--- config.mk ---
export PLATFORM = sky130hd
export DESIGN_NAME = plru_victim_sel
export DESIGN_NICKNAME = d
export VERILOG_FILES = /design/src/rtl/plru_pkg.sv /design/src/rtl/plru_tree_store.sv /design/src/rtl/plru_lock_fold.sv /design/src/rtl/plru_way_decode.sv /design/src/rtl/plru_victim_sel.sv
export SDC_FILE = /design/constraint.sdc
export NUM_CORES = 1
export LEC_CHECK = 0
export ABC_AREA = 1
export ABC_CLOCK_PERIOD_IN_PS = 2200
export BUFFER_PORTS_ARGS = -buffer_cell sky130_fd_sc_hd__buf_2
export CAP_MARGIN = 30
export CORE_ASPECT_RATIO = 0.7
export CORE_UTILIZATION = 35
export CTS_BUF_LIST = sky130_fd_sc_hd__clkbuf_4
export CTS_CLUSTER_SIZE = 20
export DETAILED_ROUTE_END_ITERATION = 12
export HOLD_SLACK_MARGIN = 0.1
export PLACE_DENSITY = 0.59
export RECOVER_POWER = 100
export SYNTH_ARGS = -nofsm -noshare
export SYNTH_HDL_FRONTEND = slang
export SYNTH_SLANG_ARGS = --single-unit
--- constraint.sdc ---
create_clock -name clk -period 2.2 [get_ports clk]
set_input_delay 0.11 -clock clk [delete_from_list [all_inputs] [get_ports clk]]
set_output_delay 0.11 -clock clk [all_outputs]
set_load 0.03 [all_outputs]
--- src/rtl/plru_pkg.sv ---
// Package: shared widths and types of the eight-way pseudo-LRU selector.
// Assumes a fixed eight-way, three-level binary tree; bit i of a tree is Ti.
package plru_pkg;
    localparam int WAYS   = 8;
    localparam int WAY_W  = $clog2(WAYS);
    localparam int TREE_W = WAYS - 1;
    localparam int PAIRS  = WAYS / 2;

    typedef logic [TREE_W-1:0] tree_t;
    typedef logic [WAYS-1:0]   way_vec_t;
    typedef logic [WAY_W-1:0]  way_idx_t;
endpackage

--- src/rtl/plru_tree_store.sv ---
// Module: per-set tree storage with path update on access.
// Does: holds one tree per set, rewrites the three bits on the accessed
// way's path so they point away from it, and reads the requested set.
// Assumes: read returns the stored value before any same-cycle update.
module plru_tree_store
    import plru_pkg::*;
#(
    parameter int NUM_SETS = 16,
    parameter int SET_W    = $clog2(NUM_SETS)
) (
    input  logic             clk,
    input  logic             rst_n,
    input  logic             upd_en,
    input  logic [SET_W-1:0] upd_set,
    input  way_idx_t         upd_way,
    input  logic [SET_W-1:0] rd_set,
    output tree_t            rd_tree
);
    tree_t state_q [NUM_SETS];
    tree_t upd_next;

    // Purpose: build the new tree of the accessed set from its old value.
    always_comb begin
        upd_next    = state_q[upd_set];
        upd_next[0] = ~upd_way[2];
        if (upd_way[2]) upd_next[2] = ~upd_way[1];
        else            upd_next[1] = ~upd_way[1];
        upd_next[3 + int'(upd_way[2:1])] = ~upd_way[0];
    end

    // Purpose: clear every tree on reset, store the updated tree on access.
    always_ff @(posedge clk) begin
        if (!rst_n) begin
            for (int s = 0; s < NUM_SETS; s++) state_q[s] <= '0;
        end else if (upd_en) begin
            state_q[upd_set] <= upd_next;
        end
    end

    assign rd_tree = state_q[rd_set];
endmodule

--- src/rtl/plru_lock_fold.sv ---
// Module: folds per-way locks into the leaf decisions of a tree.
// Does: for each pair, a locked even way forces the leaf to the odd way and
// a locked odd way forces it to the even way unless the even one is locked.
// Assumes: upper tree levels are passed through untouched.
module plru_lock_fold
    import plru_pkg::*;
(
    input  tree_t    tree_in,
    input  way_vec_t lock,
    output tree_t    tree_eff
);
    assign tree_eff[2:0] = tree_in[2:0];

    for (genvar g = 0; g < PAIRS; g++) begin : g_pair
        // Purpose: effective leaf bit of pair g.
        assign tree_eff[3+g] = lock[2*g] | (tree_in[3+g] & ~lock[2*g+1]);
    end
endmodule

--- src/rtl/plru_way_decode.sv ---
// Module: decodes an effective tree into a one-hot way and its index.
// Does: a way is chosen when root, middle and leaf bits on its path all
// point toward it; exactly one way matches for any tree value.
// Assumes: bit value 0 at any node points to the lower-numbered subtree.
module plru_way_decode
    import plru_pkg::*;
(
    input  tree_t    tree_eff,
    output way_vec_t way_oh,
    output way_idx_t way_idx
);
    for (genvar w = 0; w < WAYS; w++) begin : g_way
        localparam logic [WAY_W-1:0] WV = WAY_W'(w);
        logic mid_bit;
        // Purpose: middle-level bit on the path of way w.
        assign mid_bit   = WV[2] ? tree_eff[2] : tree_eff[1];
        // Purpose: way w is selected when every node on its path agrees.
        assign way_oh[w] = (tree_eff[0] == WV[2]) && (mid_bit == WV[1])
                        && (tree_eff[3 + w/2] == WV[0]);
    end

    // Purpose: encode the one-hot selection into an index.
    always_comb begin
        way_idx = '0;
        for (int w = 0; w < WAYS; w++) begin
            if (way_oh[w]) way_idx = way_idx | WAY_W'(w);
        end
    end
endmodule

--- src/rtl/plru_victim_sel.sv ---
// Module: top of the lock-aware eight-way pseudo-LRU victim selector.
// Does: updates the per-set tree on each access and returns a registered
// victim one cycle after each request, steered away from locked ways.
// Assumes: the lock vector belongs to the requested set and is sampled
// with the request; synchronous active-low reset.
module plru_victim_sel
    import plru_pkg::*;
#(
    parameter int NUM_SETS = 16,
    parameter int SET_W    = $clog2(NUM_SETS)
) (
    input  logic             clk,
    input  logic             rst_n,
    input  logic             acc_valid,
    input  logic [SET_W-1:0] acc_set,
    input  logic [2:0]       acc_way,
    input  logic             vic_req,
    input  logic [SET_W-1:0] vic_set,
    input  logic [7:0]       lock,
    output logic             vic_valid,
    output logic [7:0]       vic_way_oh,
    output logic [2:0]       vic_way_idx
);
    tree_t    rd_tree;
    tree_t    eff_tree;
    way_vec_t dec_oh;
    way_idx_t dec_idx;

    plru_tree_store #(.NUM_SETS(NUM_SETS), .SET_W(SET_W)) u_store (
        .clk     (clk),
        .rst_n   (rst_n),
        .upd_en  (acc_valid),
        .upd_set (acc_set),
        .upd_way (acc_way),
        .rd_set  (vic_set),
        .rd_tree (rd_tree)
    );

    plru_lock_fold u_fold (
        .tree_in  (rd_tree),
        .lock     (lock),
        .tree_eff (eff_tree)
    );

    plru_way_decode u_dec (
        .tree_eff (eff_tree),
        .way_oh   (dec_oh),
        .way_idx  (dec_idx)
    );

    // Purpose: register the victim and its valid flag one cycle after request.
    always_ff @(posedge clk) begin
        if (!rst_n) begin
            vic_valid   <= 1'b0;
            vic_way_oh  <= '0;
            vic_way_idx <= '0;
        end else begin
            vic_valid <= vic_req;
            if (vic_req) begin
                vic_way_oh  <= dec_oh;
                vic_way_idx <= dec_idx;
            end
        end
    end
endmodule

==> impl_metrics.tcl <==
set metrics [dict create \
    ys_types 39 \
    cp-start-kind "primary input" \
    finalCriticalPeriod_ns 2.14 \
    synth-seq-area-share_pct 52.9 \
    critPathMaxFanout 19 \
    gr-total-overflow 0 \
    numClockSinks 124 \
    numCtsBuffers 17 \
    p_leak_nw 3.31 \
    crit-reg2reg-capture "vic_way_oh[5]$_SDFFE_PN0P_" \
    worst_slew_margin_rel_pct 41.4 \
    grt_use_total_pct 22.9 \
    synth_top_area_cell "edfxtp_1" \
    end_kind "flip-flop" \
    synth_ff_type "edfxtp_1" \
    skew_ns 0.0311 \
    yosys_warnings 0 \
    antenna_left 0 \
    cts-root-buf "clkbuf_4" \
    min-delay-start "rst_n" \
    n_antenna_cell 0 \
    place.detailed.hpwl_um 15600 \
    worstHoldPathCells 4 \
    min_to "vic_way_idx[0]$_SDFFE_PN0P_" \
    antenna_found_initial 0 \
    hold_path_class "in -> reg" \
    ff2ff_path_depth 11 \
    fmax_ghz 0.468 \
    first_iter_violations 721 \
    synth_common_cells "nand2_1, edfxtp_1, nor2_1" \
    io_pins 35 \
    layout-drive-gt1-share_pct 14.4 \
    die_x_um 169 \
    rows 42 \
    mappedNetlistNets 824 \
    drc 0 \
    synth.top_cell.area_share_pct 49.4 \
    r2r-start "u_store.state_q[14][5]$_SDFFCE_PN0P_" \
    grt_pass1_wl_um 33700 \
    num_vias 6002 \
    tightest_slew_ns 0.876 \
    avgViaCountPerCell 5.17 \
    clockBufferDepth 2 \
    power.density_mw_per_mm2 652 \
    peakVddDrop_v 0.000320 \
    cp.required_ns 2.45 \
    placedCellCount 1113 \
    gp_congestion 0.929 \
    maxSlewViolCount 0 \
    synth-seq-cells 124 \
    first_pass_iters 5 \
    critPathKind "in -> reg" \
    die_area_sq_mm 0.0200 \
    yosysMostFrequentCell "nand2_1" \
    synth_edf_count 112 \
    clkLatencyLatePin_ns 0.54 \
    status "completed" \
    portBuffers 34 \
    worst-r2r-setup-slack_ns 0.14 \
    start_util_pct 35.9 \
    worstPathArrival_ns 2.39 \
    coreArea_sq_mm 0.0190 \
    fin_crit_sh_pct 97.2 \
    die_height_um 119 \
    syn_area_sq_mm 0.00681 \
    drv_cap 0 \
    wl_per_cell_um 19.2 \
    wirelength_um 22300 \
    clk_pin_slew_ns 0.13 \
    setup_viol 0 \
    syn_area_per_cell_sq_um 8.55 \
    nNetsFinal 911 \
    hold_viol_final 0 \
    areaGrowthSynthToFinish_pct 15.9 \
    ys_top_cells_by_area "edfxtp_1, nand2_1, nor2_1" \
    hold_ws_ns 0.125 \
    final_cells 1160 \
    async_flop_share_pct 0 \
    crit_start "acc_set[1]" \
    grt_max_degree 59 \
    grt_pass1_vias 5667 \
    cts_tree "built" \
    synthCells 796 \
    htree_num_levels 4 \
]
==> placed cells by master (no fill, tap or decap), types with 2 or more instances in the layout <==
cell type / instances
clkinvlp_4: 4
nor2_1: 109
edfxtp_1: 112
a21oi_1: 29
nand2_1: 222
buf_12: 6
nor3_1: 2
o21ai_1: 4
o221ai_1: 14
clkinv_4: 2
clkbuf_1: 29
a21o_1: 2
clkbuf_2: 4
dlygate4sd3_1: 10
buf_4: 35
clkbuf_4: 18
inv_2: 7
o21ai_0: 20
clkinv_2: 2
a22oi_1: 28
ha_1: 5
clkinv_1: 3
a22o_1: 3
nor2_2: 2
o22ai_1: 3
a21oi_2: 6
nand3_1: 74
dfxtp_1: 12
o31ai_1: 3
inv_6: 3
o211ai_1: 2
inv_1: 76
nand2_2: 5
buf_2: 22
nand3_2: 7
==> final cells by class <==
class,instances,area [sq um]
Fill cell,1944,11100
Sequential cell,124,3600
Multi-Input combinational cell,548,2630
Clock buffer,18,135
Tap cell,264,330
Timing Repair Buffer,108,749
Clock inverter,14,121
Inverter,84,315
==> stage by stage <==
stage	power (W)	instance area, sq um	setup WS [ns]	setup TNS [ns]	util (%)
finish	0.00515	7890	0.0627	0	41.6
global route	0.00533	7890	-0.0422	-0.0422	41.6
CTS	0.00517	7980	0.0607	0	42.1
detailed placement	0.00363	7610	0.0887	0	40.1
global placement	0.00362	7600	-0.0792	-3.49	40.1
floorplan	0.00326	6810	0.535	0	-
==> worst max-delay path: stages <==
cell and delay [ns]:
clkbuf_1 0.09, clkbuf_1 0.17, nand2_1 0.68, inv_2 0.26
a22oi_1 0.20, nand2_1 0.13, nand2_1 0.08, nand4_1 0.08
o21ai_0 0.22, buf_4 0.26, a21oi_1 0.09
==> timing repair <==
| item | CTS | global route |
|---|---|---|
| setup endpoints to repair | 0 | 3 |
| hold buffers | 11 | 3 |
| setup buffers | 0 | 4 |
| endpoints found under the hold margin | 12 | 5 |
| gates resized for setup | 0 | 20 |
==> per-layer routing <==
metal / wire (um) / vias to the layer above / part of all wire (%) / global-route usage, %
met5: 0 / - / 0 / 0
met4: 340 / 0 / 1.5 / 6.88
met3: 2330 / 26 / 10 / 7.17
met2: 9080 / 300 / 41 / 31.5
met1: 10500 / 2825 / 47 / 33.8
li1: - / 2851 / - / -
==> registers in the layout, indices dropped and copies added, names as in the netlist <==
| register | flops |
|---|---|
| vic_way_idx | 3 |
| u_store.state_q | 112 |
| vic_way_oh | 8 |
| vic_valid | 1 |
==> how the worst max path moves through the flow <==
| stage | slack (ns) | endpoint | cells past startpoint |
|---|---|---|---|
| 6_report | 0.06 | u_store.state_q[9][1]$_SDFFCE_PN0P_ | 11 |
| 5_1_grt | -0.04 | vic_way_oh[5]$_SDFFE_PN0P_ | 11 |
| 4_1_cts | 0.06 | vic_way_idx[0]$_SDFFE_PN0P_ | 13 |
| 3_5_place_dp | 0.09 | u_store.state_q[13][4]$_SDFFCE_PN0P_ | 10 |
| 3_3_place_gp | -0.08 | u_store.state_q[4][2]$_SDFFCE_PN0P_ | 9 |
| 2_1_floorplan | 0.54 | u_store.state_q[10][0]$_SDFFCE_PN0P_ | 6 |
==> logic make-up (layout without fill, tap and decap cells) <==
logic type	after synthesis	in the layout	share of synthesized area (%)
DFF	124	124	52.9
adders and majority gates	5	5	0.919
and+or+nand+nor	424	424	25.3
buffers and inverters	124	224	8.12
AOI/OAI and AO/OA	119	119	12.7
==> power by group <==
| group | switching (W) | internal, W | leakage [nW] | total (W) |
|---|---|---|---|---|
| clock | 0.000984 | 0.000573 | 0.130 | 0.00156 |
| combinational | 0.000605 | 0.000275 | 1.93 | 0.000881 |
| sequential | 0.0000480 | 0.00266 | 1.25 | 0.00271 |
Note: power is estimated with default switching activity, not from simulation.
